**src/rtl/irq_seq_pkg.sv**
```systemverilog
package irq_seq_pkg;
  typedef enum logic [2:0] {
    S_IDLE,
    S_PUSH_PC,
    S_PUSH_SR,
    S_VEC_RD,
    S_VEC_LD,
    S_POP_SR,
    S_POP_PC,
    S_PC_LD
  } seq_state_e;
endpackage

```
**src/rtl/irq_seq_ctrl.sv**
```systemverilog
module irq_seq_ctrl
  import irq_seq_pkg::*;
(
  input  logic       clk,
  input  logic       rst,
  input  logic       irq_valid,
  input  logic       instr_done,
  input  logic       reti_req,
  input  logic       gie_now,
  input  logic       gie_next,
  input  logic       sleep_now,
  output seq_state_e state,
  output logic       take
);
  seq_state_e nxt;
  logic gie_eff, boundary;

  assign gie_eff  = instr_done ? gie_next : gie_now;
  assign boundary = instr_done | sleep_now;
  assign take     = (state == S_IDLE) && !reti_req && irq_valid && gie_eff && boundary;

  always_comb begin
    nxt = state;
    unique case (state)
      S_IDLE: begin
        if (reti_req)  nxt = S_POP_SR;
        else if (take) nxt = S_PUSH_PC;
      end
      S_PUSH_PC: nxt = S_PUSH_SR;
      S_PUSH_SR: nxt = S_VEC_RD;
      S_VEC_RD:  nxt = S_VEC_LD;
      S_VEC_LD:  nxt = S_IDLE;
      S_POP_SR:  nxt = S_POP_PC;
      S_POP_PC:  nxt = S_PC_LD;
      S_PC_LD:   nxt = S_IDLE;
      default:   nxt = S_IDLE;
    endcase
  end

  always_ff @(posedge clk) begin
    if (rst) state <= S_IDLE;
    else     state <= nxt;
  end

  AST_NO_MID_INSTR: assert property (@(posedge clk) disable iff (rst)
    (state == S_IDLE && !instr_done && !sleep_now) |=> (state != S_PUSH_PC));
  AST_ENTRY_ORDER: assert property (@(posedge clk) disable iff (rst)
    (state == S_PUSH_PC) |=> (state == S_PUSH_SR));
  AST_RETURN_FIRST: assert property (@(posedge clk) disable iff (rst)
    (state == S_IDLE && reti_req) |=> (state == S_POP_SR));
endmodule

```
**src/rtl/irq_seq_regs.sv**
```systemverilog
module irq_seq_regs
  import irq_seq_pkg::*;
#(
  parameter int          W        = 16,
  parameter logic [15:0] PC_RESET = 16'hC000,
  parameter logic [15:0] SP_RESET = 16'h0400
) (
  input  logic         clk,
  input  logic         rst,
  input  seq_state_e   state,
  input  logic         instr_done,
  input  logic         reti_req,
  input  logic [W-1:0] pc_in,
  input  logic [W-1:0] sr_in,
  input  logic [W-1:0] sp_in,
  input  logic [W-1:0] mem_rdata,
  output logic [W-1:0] pc,
  output logic [W-1:0] sr,
  output logic [W-1:0] sp
);
  localparam int          STEP   = W / 8;
  localparam logic [W-1:0] STEP_W = W'(STEP);

  always_ff @(posedge clk) begin
    if (rst) begin
      pc <= W'(PC_RESET);
      sr <= '0;
      sp <= W'(SP_RESET);
    end else begin
      unique case (state)
        S_IDLE: begin
          if (instr_done && !reti_req) begin
            pc <= pc_in;
            sr <= sr_in;
            sp <= sp_in;
          end
        end
        S_PUSH_PC, S_PUSH_SR: sp <= sp - STEP_W;
        S_VEC_RD: sr <= '0;
        S_VEC_LD: pc <= mem_rdata;
        S_POP_SR: sp <= sp + STEP_W;
        S_POP_PC: begin
          sr <= mem_rdata;
          sp <= sp + STEP_W;
        end
        S_PC_LD: pc <= mem_rdata;
        default: ;
      endcase
    end
  end

  AST_SR_CLEARED: assert property (@(posedge clk) disable iff (rst)
    (state == S_VEC_LD) |-> (sr == '0));
  AST_STACK_DOWN: assert property (@(posedge clk) disable iff (rst)
    (state == S_PUSH_SR) |=> (sp == $past(sp) - STEP_W));
  AST_STACK_UP: assert property (@(posedge clk) disable iff (rst)
    (state == S_POP_PC) |=> (sp == $past(sp) + STEP_W));
endmodule

```
**src/rtl/irq_seq_memif.sv**
```systemverilog
module irq_seq_memif
  import irq_seq_pkg::*;
#(
  parameter int W = 16
) (
  input  logic         clk,
  input  logic         rst,
  input  seq_state_e   state,
  input  logic         take,
  input  logic [W-1:0] irq_vec,
  input  logic [W-1:0] pc,
  input  logic [W-1:0] sr,
  input  logic [W-1:0] sp,
  output logic         irq_ack,
  output logic         mem_we,
  output logic         mem_re,
  output logic [W-1:0] mem_addr,
  output logic [W-1:0] mem_wdata
);
  localparam logic [W-1:0] STEP_W = W'(W / 8);
  logic [W-1:0] vec_q;

  always_ff @(posedge clk) begin
    if (rst)       vec_q <= '0;
    else if (take) vec_q <= irq_vec;
  end

  assign irq_ack = (state == S_PUSH_PC);

  always_comb begin
    mem_we    = 1'b0;
    mem_re    = 1'b0;
    mem_addr  = '0;
    mem_wdata = '0;
    unique case (state)
      S_PUSH_PC: begin
        mem_we = 1'b1; mem_addr = sp - STEP_W; mem_wdata = pc;
      end
      S_PUSH_SR: begin
        mem_we = 1'b1; mem_addr = sp - STEP_W; mem_wdata = sr;
      end
      S_VEC_RD: begin
        mem_re = 1'b1; mem_addr = vec_q;
      end
      S_POP_SR, S_POP_PC: begin
        mem_re = 1'b1; mem_addr = sp;
      end
      default: ;
    endcase
  end

  AST_ACK_SINGLE: assert property (@(posedge clk) disable iff (rst)
    irq_ack |=> !irq_ack);
  AST_VEC_READ: assert property (@(posedge clk) disable iff (rst)
    (state == S_PUSH_SR) |=> (mem_re && !mem_we));
endmodule

```
**src/rtl/irq_entry_seq.sv**
```systemverilog
module irq_entry_seq
  import irq_seq_pkg::*;
#(
  parameter int          W         = 16,
  parameter int          GIE_BIT   = 3,
  parameter int          SLEEP_BIT = 4,
  parameter logic [15:0] PC_RESET  = 16'hC000,
  parameter logic [15:0] SP_RESET  = 16'h0400
) (
  input  logic         clk,
  input  logic         rst,
  input  logic         instr_done,
  input  logic [W-1:0] pc_in,
  input  logic [W-1:0] sr_in,
  input  logic [W-1:0] sp_in,
  input  logic         reti_req,
  input  logic         irq_valid,
  input  logic [W-1:0] irq_vec,
  output logic         irq_ack,
  output logic         mem_we,
  output logic         mem_re,
  output logic [W-1:0] mem_addr,
  output logic [W-1:0] mem_wdata,
  input  logic [W-1:0] mem_rdata,
  output logic [W-1:0] pc,
  output logic [W-1:0] sr,
  output logic [W-1:0] sp,
  output logic         core_run,
  output logic         clk_wake
);
  seq_state_e state;
  logic       take;
  logic       idle, asleep;

  assign idle     = (state == S_IDLE);
  assign asleep   = sr[SLEEP_BIT];
  assign core_run = idle && !asleep;
  assign clk_wake = !idle || !asleep;

  irq_seq_ctrl u_ctrl (
    .clk, .rst, .irq_valid, .instr_done, .reti_req,
    .gie_now(sr[GIE_BIT]), .gie_next(sr_in[GIE_BIT]), .sleep_now(asleep),
    .state, .take
  );

  irq_seq_regs #(.W(W), .PC_RESET(PC_RESET), .SP_RESET(SP_RESET)) u_regs (
    .clk, .rst, .state, .instr_done, .reti_req,
    .pc_in, .sr_in, .sp_in, .mem_rdata, .pc, .sr, .sp
  );

  irq_seq_memif #(.W(W)) u_memif (
    .clk, .rst, .state, .take, .irq_vec, .pc, .sr, .sp,
    .irq_ack, .mem_we, .mem_re, .mem_addr, .mem_wdata
  );

  AST_RUN_STALLED: assert property (@(posedge clk) disable iff (rst)
    irq_ack |-> (!core_run && clk_wake));
endmodule

```
**config.mk**
```make
export PLATFORM = sky130hd
export DESIGN_NAME = irq_entry_seq
export DESIGN_NICKNAME = d
export VERILOG_FILES = /design/src/rtl/irq_seq_pkg.sv /design/src/rtl/irq_seq_ctrl.sv /design/src/rtl/irq_seq_regs.sv /design/src/rtl/irq_seq_memif.sv /design/src/rtl/irq_entry_seq.sv
export SDC_FILE = /design/constraint.sdc
export NUM_CORES = 1
export LEC_CHECK = 0
export BUFFER_PORTS_ARGS = -buffer_cell sky130_fd_sc_hd__buf_2
export CAP_MARGIN = 20
export CORE_MARGIN = 1
export CORE_UTILIZATION = 45
export CTS_CLUSTER_DIAMETER = 120
export DETAILED_ROUTE_END_ITERATION = 6
export PLACE_DENSITY = 0.87
export SLEW_MARGIN = 25
export SYNTH_ARGS = -nofsm -noshare
export SYNTH_HDL_FRONTEND = slang
export SYNTH_SLANG_ARGS = --single-unit
```
**constraint.sdc**
```tcl
create_clock -name clk -period 5.3 [get_ports clk]
set_input_delay 0.265 -clock clk [delete_from_list [all_inputs] [get_ports clk]]
set_output_delay 0.265 -clock clk [all_outputs]
set_load 0.005 [all_outputs]
```
==> flow_summary.yaml, run 1 <==
pwr:
  p_sw_frac: 0.395
  power.density_nw_per_um2: 377
  intPower_mw: 1.18
  pwr-share-seq: 0.369
  ir_drop_mv: 0.170
  power_leakage_nw: 2.33
  clkPwrFrac: 0.244
  p_comb_frac: 0.387
  p_sw_mw: 0.770
sta:
  tightest_slew_ns: 0.991
  max_slew_margin: 0.339
  slew_viol_final: 0
  finalCritPeriodShare: 0.565
  fin_tns_setup_ns: 0
  skew_ns: 0.0155
  period_needed_ns: 2.99
  setup_viol: 0
  rsz0062_at_grt: "false"
  hold_viol_final: 0
  fmax_mhz: 334
critical_path:
  crit_slowest_cell: "nor4b_1"
  max_stage_delay_ns: 0.65
  path_cells: "inv_1 > ha_1 > nor4b_1 > nand2_1 > nor4_1 > xnor2_1 > o32ai_1 > buf_2"
  crit_arrival_ns: 2.73
  crit_path_max_fanout: 10
  ff2ff_path_depth: 5
  start_kind: "flip-flop"
  r2r_slack_ns: 2.53
  critical_path_class: "flip-flop to output port"
  reg2reg_to: "u_regs.sr[7]$_SDFFE_PP0P_"
  required_ns: 5.04
  path_delay_family: "simple AND/OR/NAND/NOR gates"
  crit_path_end_kind: "output port"
  critPathBufInv: 2
  cp-startpoint: "u_regs.sp[1]$_SDFFE_PP0P_"
  rr_startpoint: "u_ctrl.state[0]$_SDFFE_PP0P_"
yosys:
  synth_area_um2: 4220
  synth_top_area_cell: "dfxtp_1"
  synth_top_area_frac: 0.318
  ys_ff_latch: 67
  syn_nets: 617
  synthTopCellsByArea: "dfxtp_1 (32%), mux2i_1 (7.8%), nor2_1 (6.4%)"
  yosysSeqAreaShare: 0.318
  postSynthCellCount: 530
  yosysWarnings: 0
  synth-edff-count: 0
  async_flop_share: 0
  ys_types: 62
  syn_avg_cell_area_um2: 7.96
  synth-main-ff-cell: "dfxtp_1"
global_routing:
  gr-total-overflow: 0
  track_usage: 0.283
  grt_max_degree: 60
  first_global_vias: 4361
  antenna_found_initial: 0
  grt_pass1_wl_mm: 22.1
routing:
  drc: 0
  routedWlPerCell_um: 18.0
  final_antenna_net_count: 0
  route.top_layer_used: "met4"
  wl_met1_mm: 5.76
  drtIter0Drc: 478
  dr_wl_met2_mm: 6.46
  wl_met3_mm: 1.19
  dr.pass1.iters: 5
  drt_wl_total_mm: 13.8
  via_per_inst: 6.05
  num_vias: 4662
clock_tree:
  cts_resized: 0
  cts_num_sinks: 67
  clock_latency_ns: 0.35
  cts_max_level: 3
  clk_pin_slew_worst_paths_ns: 0.08
  cts-root-buf: "clkbuf_8"
  cts_inserted_buffers: 9
  cts_setup_buffers: 0
  clock_path_buffers: 2
  cts_hold_buf: 0
  cts_tree: "built"
worst_hold_path:
  hold_class: "input pin to flip-flop"
  whs_path_depth: 3
  min_delay_worst_endpoint: "u_regs.pc[15]$_SDFFE_PP1P_"
  min-delay-start: "mem_rdata[15]"
finish:
  fillCellCount: 806
  syn_to_final_growth_pct: 22.8
  diodes: 0
  final_cell_mix: "buf_2 (169), nor2_1 (70), dfxtp_1 (67)"
  final_cell_area_um2: 5180
  nets: 745
  drive_above_1_share: 0.311
  layout_commonest_cell: "buf_2"
floorplan:
  io_pins: 170
  core_um2: 8890
  dieArea_um2: 9760
  initial_utilization: 0.474
  chipHeight_um: 98.8
  die_w_um: 98.8
  num_rows: 34
flow_run:
  cap_violations: 0
placement:
  gp_congestion: 0.968
  dpl_cell_area_um2: 4960
  post-dp-hpwl_mm: 9.94
  port_buffers: 169
status:
  status: "completed"
[cells by family after synthesis]
kind of cell	synth area share
buf+inv	0.0774
compound gates	0.262
xor+xnor	0.0436
mux	0.0837
simple gates	0.209
fa+ha+maj	0.00593
flops	0.318
[worst max path at each step]
| stage | to | slack, ns | cells after the start |
|---|---|---|---|
| after floorplan | mem_addr[13] | 2.96 | 8 |
| after global placement | mem_addr[14] | 2.58 | 6 |
| after detailed placement | u_regs.sr[3]$_SDFFE_PP0P_ | 2.59 | 5 |
| after CTS | mem_addr[13] | 2.36 | 8 |
| after global routing | mem_addr[11] | 2.07 | 8 |
| final | mem_addr[11] | 2.31 | 8 |
[power groups by stage]
| stage | Combinational (mW) | Sequential (mW) | Clock [mW] |
|---|---|---|---|
| 2_1_floorplan | 0.579 | 0.643 | 0 |
| 3_3_place_gp | 0.728 | 0.721 | 0 |
| 3_5_place_dp | 0.739 | 0.727 | 0 |
| 4_1_cts | 0.744 | 0.716 | 0.477 |
| 5_1_grt | 0.827 | 0.736 | 0.501 |
| 6_report | 0.755 | 0.720 | 0.477 |
[per-layer routing]
metal / vias up / track usage
met4: 0 / 0.121
met1: 2174 / 0.367
li1: 2206 / -
met5: - / 0
met2: 246 / 0.444
met3: 36 / 0.0745
[worst reg2reg max path, delay by kind of cell (launching register included)]
| family | cells | cell delay, ns |
|---|---|---|
| flops | 1 | 0.80 |
| xor+xnor | 1 | 0.23 |
| simple gates | 3 | 1.41 |
| compound gates | 1 | 0.25 |
[final cells by class]
| cell class | count | area, um^2 | share of cell area |
|---|---|---|---|
| clock inverters | 6 | 90.1 | 0.0174 |
| inverters | 8 | 30.0 | 0.00580 |
| clock buffers | 10 | 128 | 0.0246 |
| flip-flops and latches | 67 | 1340 | 0.259 |
| repair buffers | 174 | 883 | 0.171 |
| multi-input cells | 398 | 2570 | 0.496 |
| well taps | 108 | 135 | 0.0261 |
[synth_stat cells, types with 3 or more instances]
library cell and number:
nor2_1 72, dfxtp_1 67, nand2_1 42, a211oi_1 33
mux2i_1 33, o21ai_0 31, clkbuf_1 29, a21oi_1 20
a22o_1 19, a22oi_1 19, xnor2_1 14, nor3_1 12
buf_1 8, buf_2 8, inv_1 8, nor4_1 8
xor2_1 7, a31oi_1 6, buf_4 5, nand4_1 5
nor2b_1 5, and2_1 4, nor4b_1 4, o31ai_1 4
buf_6 3, clkbuf_8 3, nand3_1 3, nor3b_1 3
o211ai_1 3, o22ai_1 3, o31a_1 3, o32ai_1 3
or3_1 3, or4_1 3
[state kept, by name, summed over array words and instances, names as in the netlist]
register and flops:
u_regs.sp 16, u_ctrl.state 3, u_regs.pc 16, u_regs.sr 16, u_memif.vec_q 16
[through the flow]
step	utilization	instances	worst slack (ns)	total power [mW]	hold WS [ns]
after floorplan	-	530	2.96	1.22	0.389
after global placement	0.557	755	2.58	1.45	0.475
after detailed placement	0.558	755	2.59	1.47	0.489
after CTS	0.582	771	2.36	1.94	0.154
after global routing	0.582	771	2.07	2.06	0.170
final	0.582	771	2.31	1.95	0.156
Power figures use the tool's default switching activity.
==> inputs of run 2 (changes only) <==
==> constraint.sdc (replaced) <==
create_clock -name clk -period 3 [get_ports clk]
set_input_delay 0.15 -clock clk [delete_from_list [all_inputs] [get_ports clk]]
set_output_delay 0.15 -clock clk [all_outputs]
set_load 0.005 [all_outputs]
==> flow_summary.yaml, run 2 (synthesis gave the netlist of run 1 again) <==
critical_path:
  critPathBufInv: 2
  path_delay_family: "simple AND/OR/NAND/NOR gates"
  max_stage_delay_ns: 0.64
  path_cells: "inv_1 > ha_1 > or4b_2 > nor3_1 > nand2_1 > xor2_1 > o21ai_0 > buf_2"
  critical_path_class: "flip-flop to output port"
  crit_path_end_kind: "output port"
  crit_arrival_ns: 2.71
  crit_slowest_cell: "or4b_2"
  required_ns: 2.85
  crit_path_max_fanout: 10
  start_kind: "flip-flop"
worst_hold_path:
  hold_class: "input pin to flip-flop"
floorplan:
  chipHeight_um: 98.8
  io_pins: 170
  die_w_um: 98.8
  dieArea_um2: 9760
  core_um2: 8890
  initial_utilization: 0.474
  num_rows: 34
global_routing:
  antenna_found_initial: 0
  grt_max_degree: 59
  first_global_vias: 4305
  grt_pass1_wl_mm: 21.9
  track_usage: 0.281
  gr-total-overflow: 0
sta:
  fin_tns_setup_ns: 0
  rsz0062_at_grt: "false"
  max_slew_margin: 0.403
  hold_viol_final: 0
  tightest_slew_ns: 0.891
  finalCritPeriodShare: 0.954
  period_needed_ns: 2.86
  slew_viol_final: 0
  setup_viol: 0
  fmax_mhz: 350
  skew_ns: 0.0157
  fin_ws_ns: 0.139
clock_tree:
  cts-root-buf: "clkbuf_8"
  clk_pin_slew_worst_paths_ns: 0.09
  cts_tree: "built"
  cts_num_sinks: 67
  clock_path_buffers: 2
  clock_latency_ns: 0.35
  cts_inserted_buffers: 9
  cts_hold_buf: 0
  cts_resized: 0
  cts_setup_buffers: 0
  cts_max_level: 3
status:
  violations: "DRC"
  status: "finished with violations"
placement:
  gp_congestion: 0.913
  post-dp-hpwl_mm: 10.2
  port_buffers: 169
  dpl_worst_slack_ns: 0.538
pwr:
  ir_drop_mv: 0.356
  power.density_nw_per_um2: 655
  power_leakage_nw: 2.37
finish:
  final_cell_mix: "buf_2 (169), nor2_1 (71), dfxtp_1 (67)"
  layout_commonest_cell: "buf_2"
  syn_to_final_growth_pct: 23.9
  nets: 754
  drive_above_1_share: 0.318
  diodes: 0
  fillCellCount: 818
routing:
  drt_wl_total_mm: 13.9
  dr.pass1.iters: 7
  via_per_inst: 6.03
  drtIter0Drc: 365
  num_vias: 4705
  routedWlPerCell_um: 17.9
  final_antenna_net_count: 0
  drc: 2
flow_run:
  cap_violations: 0
[run 2: area by class of cell]
type                    count  area [um^2]  area share
clock buffers               9          124      0.0237
well taps                 108          135      0.0259
repair buffers            183          951       0.182
clock inverters             7         77.6      0.0148
multi-input cells         398         2570       0.491
flip-flops and latches     67         1340       0.257
inverters                   8         30.0     0.00575
[run 2: power breakdown]
group          switching (mW)  internal [mW]
Combinational           0.752          0.627
Clock                   0.388          0.389
Sequential              0.247           1.02
Total                    1.39           2.03
[run 2: per-layer routing]
| metal | up-vias | routed length, um | GRT usage |
|---|---|---|---|
| met2 | 240 | 6710 | 0.441 |
| met1 | 2223 | 5740 | 0.369 |
| met5 | - | 0 | 0 |
| li1 | 2212 | - | - |
| met4 | 0 | 324 | 0.142 |
| met3 | 30 | 1170 | 0.0518 |
[run 2: path summary, 6_finish.rpt]
path	slack, ns	endpoint	depth (start not counted)	start
min reg2reg	0.50	u_memif.vec_q[7]$_SDFFE_PP0P_	2	u_memif.vec_q[7]$_SDFFE_PP0P_
min	0.04	u_regs.sp[0]$_SDFFE_PP0P_	3	sp_in[0]
max	0.14	mem_addr[13]	8	u_regs.sp[1]$_SDFFE_PP0P_
max reg2reg	0.60	u_regs.sp[13]$_SDFFE_PP0P_	6	u_regs.sp[1]$_SDFFE_PP0P_
[run 2: per-stage QoR]
step / util / total power, mW / instances / hold slack (ns) / instance area, um^2
after floorplan: - / 2.16 / 530 / 0.274 / 4220
after global placement: 0.565 / 2.58 / 764 / 0.378 / 5020
after detailed placement: 0.565 / 2.63 / 764 / 0.391 / 5020
after CTS: 0.588 / 3.40 / 780 / 0.0315 / 5230
after global routing: 0.588 / 3.62 / 780 / 0.0473 / 5230
final: 0.588 / 3.42 / 780 / 0.0363 / 5230
[run 2: tightest hold or removal path: stages]
cell	delay, ns
buf_2	0.07
mux2i_1	0.05
nor2_1	0.07
